**config.mk**
```make
export PLATFORM = sky130hd
export DESIGN_NAME = lut_logic_cell
export DESIGN_NICKNAME = d
export VERILOG_FILES = /design/src/rtl/lc_pkg.sv /design/src/rtl/lc_cfg_chain.sv /design/src/rtl/lc_lut_pair.sv /design/src/rtl/lc_arith.sv /design/src/rtl/lc_out_stage.sv /design/src/rtl/lut_logic_cell.sv
export SDC_FILE = /design/constraint.sdc
export NUM_CORES = 1
export LEC_CHECK = 0
export BUFFER_PORTS_ARGS = -buffer_cell sky130_fd_sc_hd__buf_2
export CORE_MARGIN = 4
export CORE_UTILIZATION = 49
export CTS_BUF_LIST = sky130_fd_sc_hd__clkbuf_16
export DETAILED_ROUTE_END_ITERATION = 16
export PLACE_DENSITY = 0.73
export SLEW_MARGIN = 20
export SYNTH_ARGS = -nofsm -noshare
export SYNTH_HDL_FRONTEND = slang
export SYNTH_SLANG_ARGS = --single-unit
export TNS_END_PERCENT = 10
```
**constraint.sdc**
```tcl
create_clock -name clk -period 5.2 [get_ports clk]
set_input_delay 1.04 -clock clk [delete_from_list [all_inputs] [get_ports clk]]
set_output_delay 1.04 -clock clk [all_outputs]
set_load 0.02 [all_outputs]
```
**src/rtl/lc_pkg.sv**
```systemverilog
// Package: shared encodings for the configurable logic cell.
// Assumes: a single configuration bit per mode choice.
package lc_pkg;

    // Operating mode of the cell, stored in one configuration bit.
    typedef enum logic {
        MODE_LOGIC = 1'b0,
        MODE_ARITH = 1'b1
    } cell_mode_e;

    // Output source of the cell, stored in one configuration bit.
    typedef enum logic {
        OUT_COMB = 1'b0,
        OUT_REG  = 1'b1
    } out_sel_e;

    // Result of a one-bit addition.
    typedef struct packed {
        logic carry;
        logic sum;
    } add_res_t;

endpackage

```
**src/rtl/lc_cfg_chain.sv**
```systemverilog
// Module: serial configuration shift chain.
// New bits enter at the top index and move toward index 0, so the first bit
// shifted ends at index 0 after CFG_W shifts. Index 0 is driven out for chaining.
// Assumes: the chain holds its value across reset (no reset input here).
module lc_cfg_chain #(
    parameter int CFG_W = 18
) (
    input  logic             clk,
    input  logic             shift_en,
    input  logic             shift_in,
    output logic [CFG_W-1:0] cfg_q,
    output logic             shift_out
);

    logic [CFG_W-1:0] chain_r;

    // Shift one bit per enabled clock, toward index 0.
    always_ff @(posedge clk) begin
        if (shift_en) begin
            chain_r <= {shift_in, chain_r[CFG_W-1:1]};
        end
    end

    assign cfg_q     = chain_r;
    assign shift_out = chain_r[0];

endmodule

```
**src/rtl/lc_lut_pair.sv**
```systemverilog
// Module: two half lookup tables sharing one address, plus the merge mux.
// Assumes: the table vector holds the lower half in its low HALF_BITS bits.
module lc_lut_pair #(
    parameter int HALF_IN = 3
) (
    input  logic [2*(1<<HALF_IN)-1:0] tbl_bits,
    input  logic [HALF_IN-1:0]        addr,
    input  logic                      merge_sel,
    output logic                      half_lo,
    output logic                      half_hi,
    output logic                      merged
);

    localparam int HALF_BITS = 1 << HALF_IN;

    logic [1:0] half_val;

    // One table half per generate iteration: 0 is lower, 1 is upper.
    for (genvar g = 0; g < 2; g++) begin : g_half
        logic [HALF_BITS-1:0] bits;
        assign bits        = tbl_bits[g*HALF_BITS +: HALF_BITS];
        assign half_val[g] = bits[addr];
    end

    assign half_lo = half_val[0];
    assign half_hi = half_val[1];

    // Merge mux: the top input picks which half answers.
    always_comb begin
        merged = merge_sel ? half_val[1] : half_val[0];
    end

endmodule

```
**src/rtl/lc_arith.sv**
```systemverilog
// Module: one-bit full adder and the mode mux.
// In arithmetic mode the sum is the result and the carry is driven out;
// in logic mode the merged table bit is the result and the carry is 0.
module lc_arith
    import lc_pkg::*;
(
    input  cell_mode_e mode,
    input  logic       op_a,
    input  logic       op_b,
    input  logic       carry_in,
    input  logic       merged,
    output logic       mode_res,
    output logic       carry_out
);

    add_res_t add_r;

    // Full adder on the two half outputs and the incoming carry.
    always_comb begin
        add_r.sum   = op_a ^ op_b ^ carry_in;
        add_r.carry = (op_a & op_b) | (carry_in & (op_a ^ op_b));
    end

    // Mode mux: pick the result and gate the carry output.
    always_comb begin
        if (mode == MODE_ARITH) begin
            mode_res  = add_r.sum;
            carry_out = add_r.carry;
        end else begin
            mode_res  = merged;
            carry_out = 1'b0;
        end
    end

endmodule

```
**src/rtl/lc_out_stage.sv**
```systemverilog
// Module: output flip-flop and the registered/combinational output mux.
// Assumes: reset is synchronous and active low and touches only this flop.
module lc_out_stage
    import lc_pkg::*;
(
    input  logic     clk,
    input  logic     rst_n,
    input  logic     d,
    input  out_sel_e out_sel,
    output logic     ff_q,
    output logic     cell_out
);

    // Capture the result each rising edge; clear on reset.
    always_ff @(posedge clk) begin
        if (!rst_n) begin
            ff_q <= 1'b0;
        end else begin
            ff_q <= d;
        end
    end

    // Output mux: flop value or the live result.
    always_comb begin
        cell_out = (out_sel == OUT_REG) ? ff_q : d;
    end

endmodule

```
**src/rtl/lut_logic_cell.sv**
```systemverilog
// Module: top of the configurable logic cell.
// Configuration layout (index): table bits [2*HALF_BITS-1:0], mode bit next,
// output-select bit last. The low HALF_IN inputs address both table halves,
// and the top input merges them in logic mode.
// Assumes: configuration is loaded before the outputs are relied on.
module lut_logic_cell
    import lc_pkg::*;
#(
    parameter int HALF_IN = 3
) (
    input  logic             clk,
    input  logic             rst_n,
    input  logic             cfg_en,
    input  logic             cfg_in,
    output logic             cfg_out,
    input  logic [HALF_IN:0] lin,
    input  logic             cin,
    output logic             cell_out,
    output logic             cout
);

    localparam int HALF_BITS  = 1 << HALF_IN;
    localparam int TBL_BITS   = 2 * HALF_BITS;
    localparam int MODE_IDX   = TBL_BITS;
    localparam int OSEL_IDX   = TBL_BITS + 1;
    localparam int CFG_W      = TBL_BITS + 2;

    logic [CFG_W-1:0] cfg_q;
    cell_mode_e       cfg_mode;
    out_sel_e         cfg_osel;
    logic             half_lo;
    logic             half_hi;
    logic             merged;
    logic             mode_res;
    logic             ff_q;

    lc_cfg_chain #(
        .CFG_W(CFG_W)
    ) u_chain (
        .clk       (clk),
        .shift_en  (cfg_en),
        .shift_in  (cfg_in),
        .cfg_q     (cfg_q),
        .shift_out (cfg_out)
    );

    // Decode the two control bits into their enum types.
    always_comb begin
        cfg_mode = cell_mode_e'(cfg_q[MODE_IDX]);
        cfg_osel = out_sel_e'(cfg_q[OSEL_IDX]);
    end

    lc_lut_pair #(
        .HALF_IN(HALF_IN)
    ) u_luts (
        .tbl_bits  (cfg_q[TBL_BITS-1:0]),
        .addr      (lin[HALF_IN-1:0]),
        .merge_sel (lin[HALF_IN]),
        .half_lo   (half_lo),
        .half_hi   (half_hi),
        .merged    (merged)
    );

    lc_arith u_arith (
        .mode      (cfg_mode),
        .op_a      (half_lo),
        .op_b      (half_hi),
        .carry_in  (cin),
        .merged    (merged),
        .mode_res  (mode_res),
        .carry_out (cout)
    );

    lc_out_stage u_out (
        .clk      (clk),
        .rst_n    (rst_n),
        .d        (mode_res),
        .out_sel  (cfg_osel),
        .ff_q     (ff_q),
        .cell_out (cell_out)
    );

endmodule

```
==> summary.txt <==
Outcome
  – Outcome: complete, no violations

Drt
  – Routed length on met2: ~540 um
  – Post-route antenna net violation count: 0
  – Final WL: 1130 um
  – DR pass1 iterations: 2
  – Vias per cell: approximately 5.6
  – DRC Markers: 0
  – Initial detailed-routing violation count: 4
  – Top Layer Used: met4
  – Wire length on met3: around 58 um
  – Overall via count from detail_route: roughly 420
  – Detailed-route wire length on metal 1: approximately 500 um
  – Average wire per cell in the routed design: between 15 and 20 um

Logic synthesis
  – Yosys warning total: 0
  – Mapped Area: about 800 um^2
  – Syn Area/Cell: around 18 um^2
  – Sequential element share of the synthesized area: between 70% and 80%
  – Number of different library cells in the post-synthesis netlist: 20
  – FF+latch count, synth: 19
  – Post-synthesis instance total: 44
  – Post-Syn Nets: 54

Finish
  – Non-filler cells in the finished layout: 74
  – Syn-to-layout area delta: 18.1%
  – Diodes inserted: 0
  – Fillers: ~100
  – Cell area after layout: 938 um^2
  – Number of nets in the finished design: 69
  – Layout cell share with drive strength beyond 1: between 30% and 40%

Clocking
  – Number of clock sinks: 19
  – CTS hold repair buffers: 0
  – Clock tree buffer depth: 2
  – H-tree lvl count: 1
  – Clock tree from TritonCTS: yes
  – Insertion delay to the later sink of the worst-skew pair: ~0.25 ns
  – Clock transition at path regs: about 0.050 ns
  – Cells resized by post-CTS repair: 0
  – Post CTS Setup Buffer Count: 0
  – Number of buffers added by the clock tree synthesis step: 3
  – Clock Root Buffer: sky130_fd_sc_hd__clkbuf_16

Place
  – Placed instance count: 70
  – Weighted congestion reported at the end of routability-driven placement: ~0.73
  – Final HPWL from detailed placement: a little under 800 um
  – Number of input and output port buffers inserted: 11
  – Post-detailed-placement cell area: 858 um^2

STA
  – Period minus WS final: around 4.2 ns
  – Total setup violations reported at the end of the flow: 0
  – Max Fclk: 0.237 GHz
  – Post-Route Skew: ~0.0033 ns
  – Slew at the pin closest to its max-slew limit: 0.369 ns
  – Final-report hold violation count: 0
  – Pins over their slew limit: 0
  – Setup Total Neg Slack: 0 ns
  – Final period util: 81.2%
  – RSZ-0062 raised after global routing: no
  – Remaining max-slew budget at the tightest pin: between 70% and 80%

Worst setup path
  – Slowest stage cell on the critical path: sky130_fd_sc_hd__mux4_2
  – Critical-path cell list: buf_2 -> mux4_2 -> mux2_4 -> inv_1 -> fa_1 -> and2_1 -> o41ai_1 -> buf_2
  – Setup crit start kind: input port
  – RR Startpoint: u_chain.cfg_q[12]
  – Endpoint of the most critical register-to-register path: u_out.ff_q
  – Setup slack of the worst register-to-register path: roughly 3.0 ns
  – Critical path required time: 4.16 ns
  – Number of cell instances on the worst register-to-register path: 6
  – Largest stage delay on the critical path: ~0.52 ns
  – Critical path start-end classification: in2out
  – Nature of the critical path endpoint: output pin
  – Arrival time of data at the critical path endpoint: roughly 3.2 ns
  – Most common cell type on the critical path: sky130_fd_sc_hd__buf_2
  – Critical path fanouts, max: 6

Floorplanning
  – Die area: 0.00233 mm^2
  – Overall die height: 48.3 um
  – Standard cell core area: 0.00152 mm^2
  – # IOs: 12
  – Initial Utilization: roughly 52%
  – Width of the die: about 48 um
  – Number of cell rows: 14

GRT
  – Wire length of the first global-routing pass: 1680 um
  – Initial antenna violation count: 0
  – Largest net degree at the start of global routing: 19
  – Total global routing track utilization: approximately 11%
  – Overflow left after global routing: 0
  – Via count of the first global-routing pass: 400

Hold path
  – Hold Path Sink: u_chain.cfg_q[3]
  – Hold path depth: 0
  – Worst min path class: reg2reg
  – Worst Hold Launch: u_chain.cfg_q[4]

Pwr
  – Internal power contribution: 296 uW
  – Psw: approximately 73 uW
  – Portion of total power attributed to combinational logic: 8.7%
  – Worst supply voltage drop on vdd: 0.251 mV
  – Static power due to leakage: approximately 0.00036 uW
  – Power density over cell area: about 390 mW/mm^2
  – Switching fraction of total power: roughly a fifth
  – Seq pwr share: around half
  – Relative contribution of the clock network to total power: a little over two fifths
  – Design Power: between 300 and 400 uW

Job
  – Count of maximum capacitance violations: 0
==> power groups by stage <==
| stage | Combinational [uW] | Clock [uW] | Sequential, uW |
|---|---|---|---|
| final | 32.1 | 153 | 183 |
| after global routing | 35.4 | 163 | 184 |
| after CTS | 32.5 | 156 | 183 |
| after detailed placement | 31.6 | 0 | 186 |
| after global placement | 31.1 | 0 | 186 |
| after floorplan | 20.7 | 0 | 185 |
==> sequential cells by signal, summed over array words and instances, names as in the netlist <==
name and cells:
u_chain.cfg_q 18, u_out.ff_q 1
==> kinds of logic after synthesis <==
group	count (synthesis)	share of synthesized area, %
mux	7	12.6
compound gates	2	2.21
flops	19	70.6
buf+inv	3	2.36
fa+ha+maj	1	2.52
simple gates	12	9.76
==> layout by cell type, fill, tap and decap left out, drive strengths merged, types with 2 or more instances in the layout <==
cell    count
mux2i       4
nand3b      2
clkbuf      3
nand2       2
inv         2
buf        11
mux4        2
edfxtp     18
==> metrics by stage <==
stage / hold WS, ns / utilization (%) / setup slack [ns]
6_report: 0.444 / 61.6 / 0.979
5_1_grt: 0.462 / 61.6 / 0.930
3_3_place_gp: 0.426 / 56.3 / 1.06
4_1_cts: 0.444 / 61.6 / 0.992
2_1_floorplan: 0.421 / - / 0.915
3_5_place_dp: 0.428 / 56.3 / 1.05
==> per-layer routing <==
layer | track usage, % | vias to the layer above
met5 | 0 | -
met4 | 6.45 | 0
met3 | 3.32 | 3
met2 | 16.7 | 12
met1 | 14.3 | 202
li1 | - | 199
==> worst max-delay path: cells and delay by family <==
kind                       cells  cell delay (ns)
AOI/OAI and AO/OA              1             0.27
buffers and inverters          3             0.49
adders and majority gates      1             0.40
and+or+nand+nor                1             0.17
muxes                          2             0.81
==> how the worst max path moves through the flow <==
stage,start,endpoint,slack [ns],depth (start not counted)
floorplan,lin[0],cell_out,0.92,7
global placement,lin[0],cell_out,1.06,8
detailed placement,lin[0],cell_out,1.05,8
CTS,lin[0],cell_out,0.99,8
global route,lin[0],cell_out,0.93,8
finish,lin[0],cell_out,0.98,8
==> cell type report <==
| class | count | area [um^2] | share of cell area [%] |
|---|---|---|---|
| sequential | 19 | 561 | 59.7 |
| clock inverter | 1 | 5.00 | 0.533 |
| tap | 16 | 20.0 | 2.13 |
| multi-input combinational | 22 | 215 | 22.9 |
| clock buffer | 3 | 75.1 | 8.00 |
| timing repair buffer | 11 | 55.1 | 5.87 |
| inverter | 2 | 7.51 | 0.800 |
==> Yosys cell counts, drive strengths merged <==
library cell / n / area [um^2]
nand2: 2 / 7.51
a41oi: 1 / 8.76
nand3: 1 / 5.00
nand3b: 2 / 15.0
dfxtp: 1 / 20.0
nor4b: 1 / 8.76
nor2b: 1 / 6.26
fa: 1 / 20.0
buf: 1 / 11.3
nor3b: 1 / 12.5
mux2: 1 / 15.0
edfxtp: 18 / 541
mux4: 2 / 45.0
inv: 2 / 7.51
o41ai: 1 / 8.76
mux2i: 4 / 40.0
nor2: 1 / 3.75
or2: 1 / 6.26
nand4: 1 / 6.26
and2: 1 / 6.26
No activity file was read; power rests on OpenSTA's default activity.
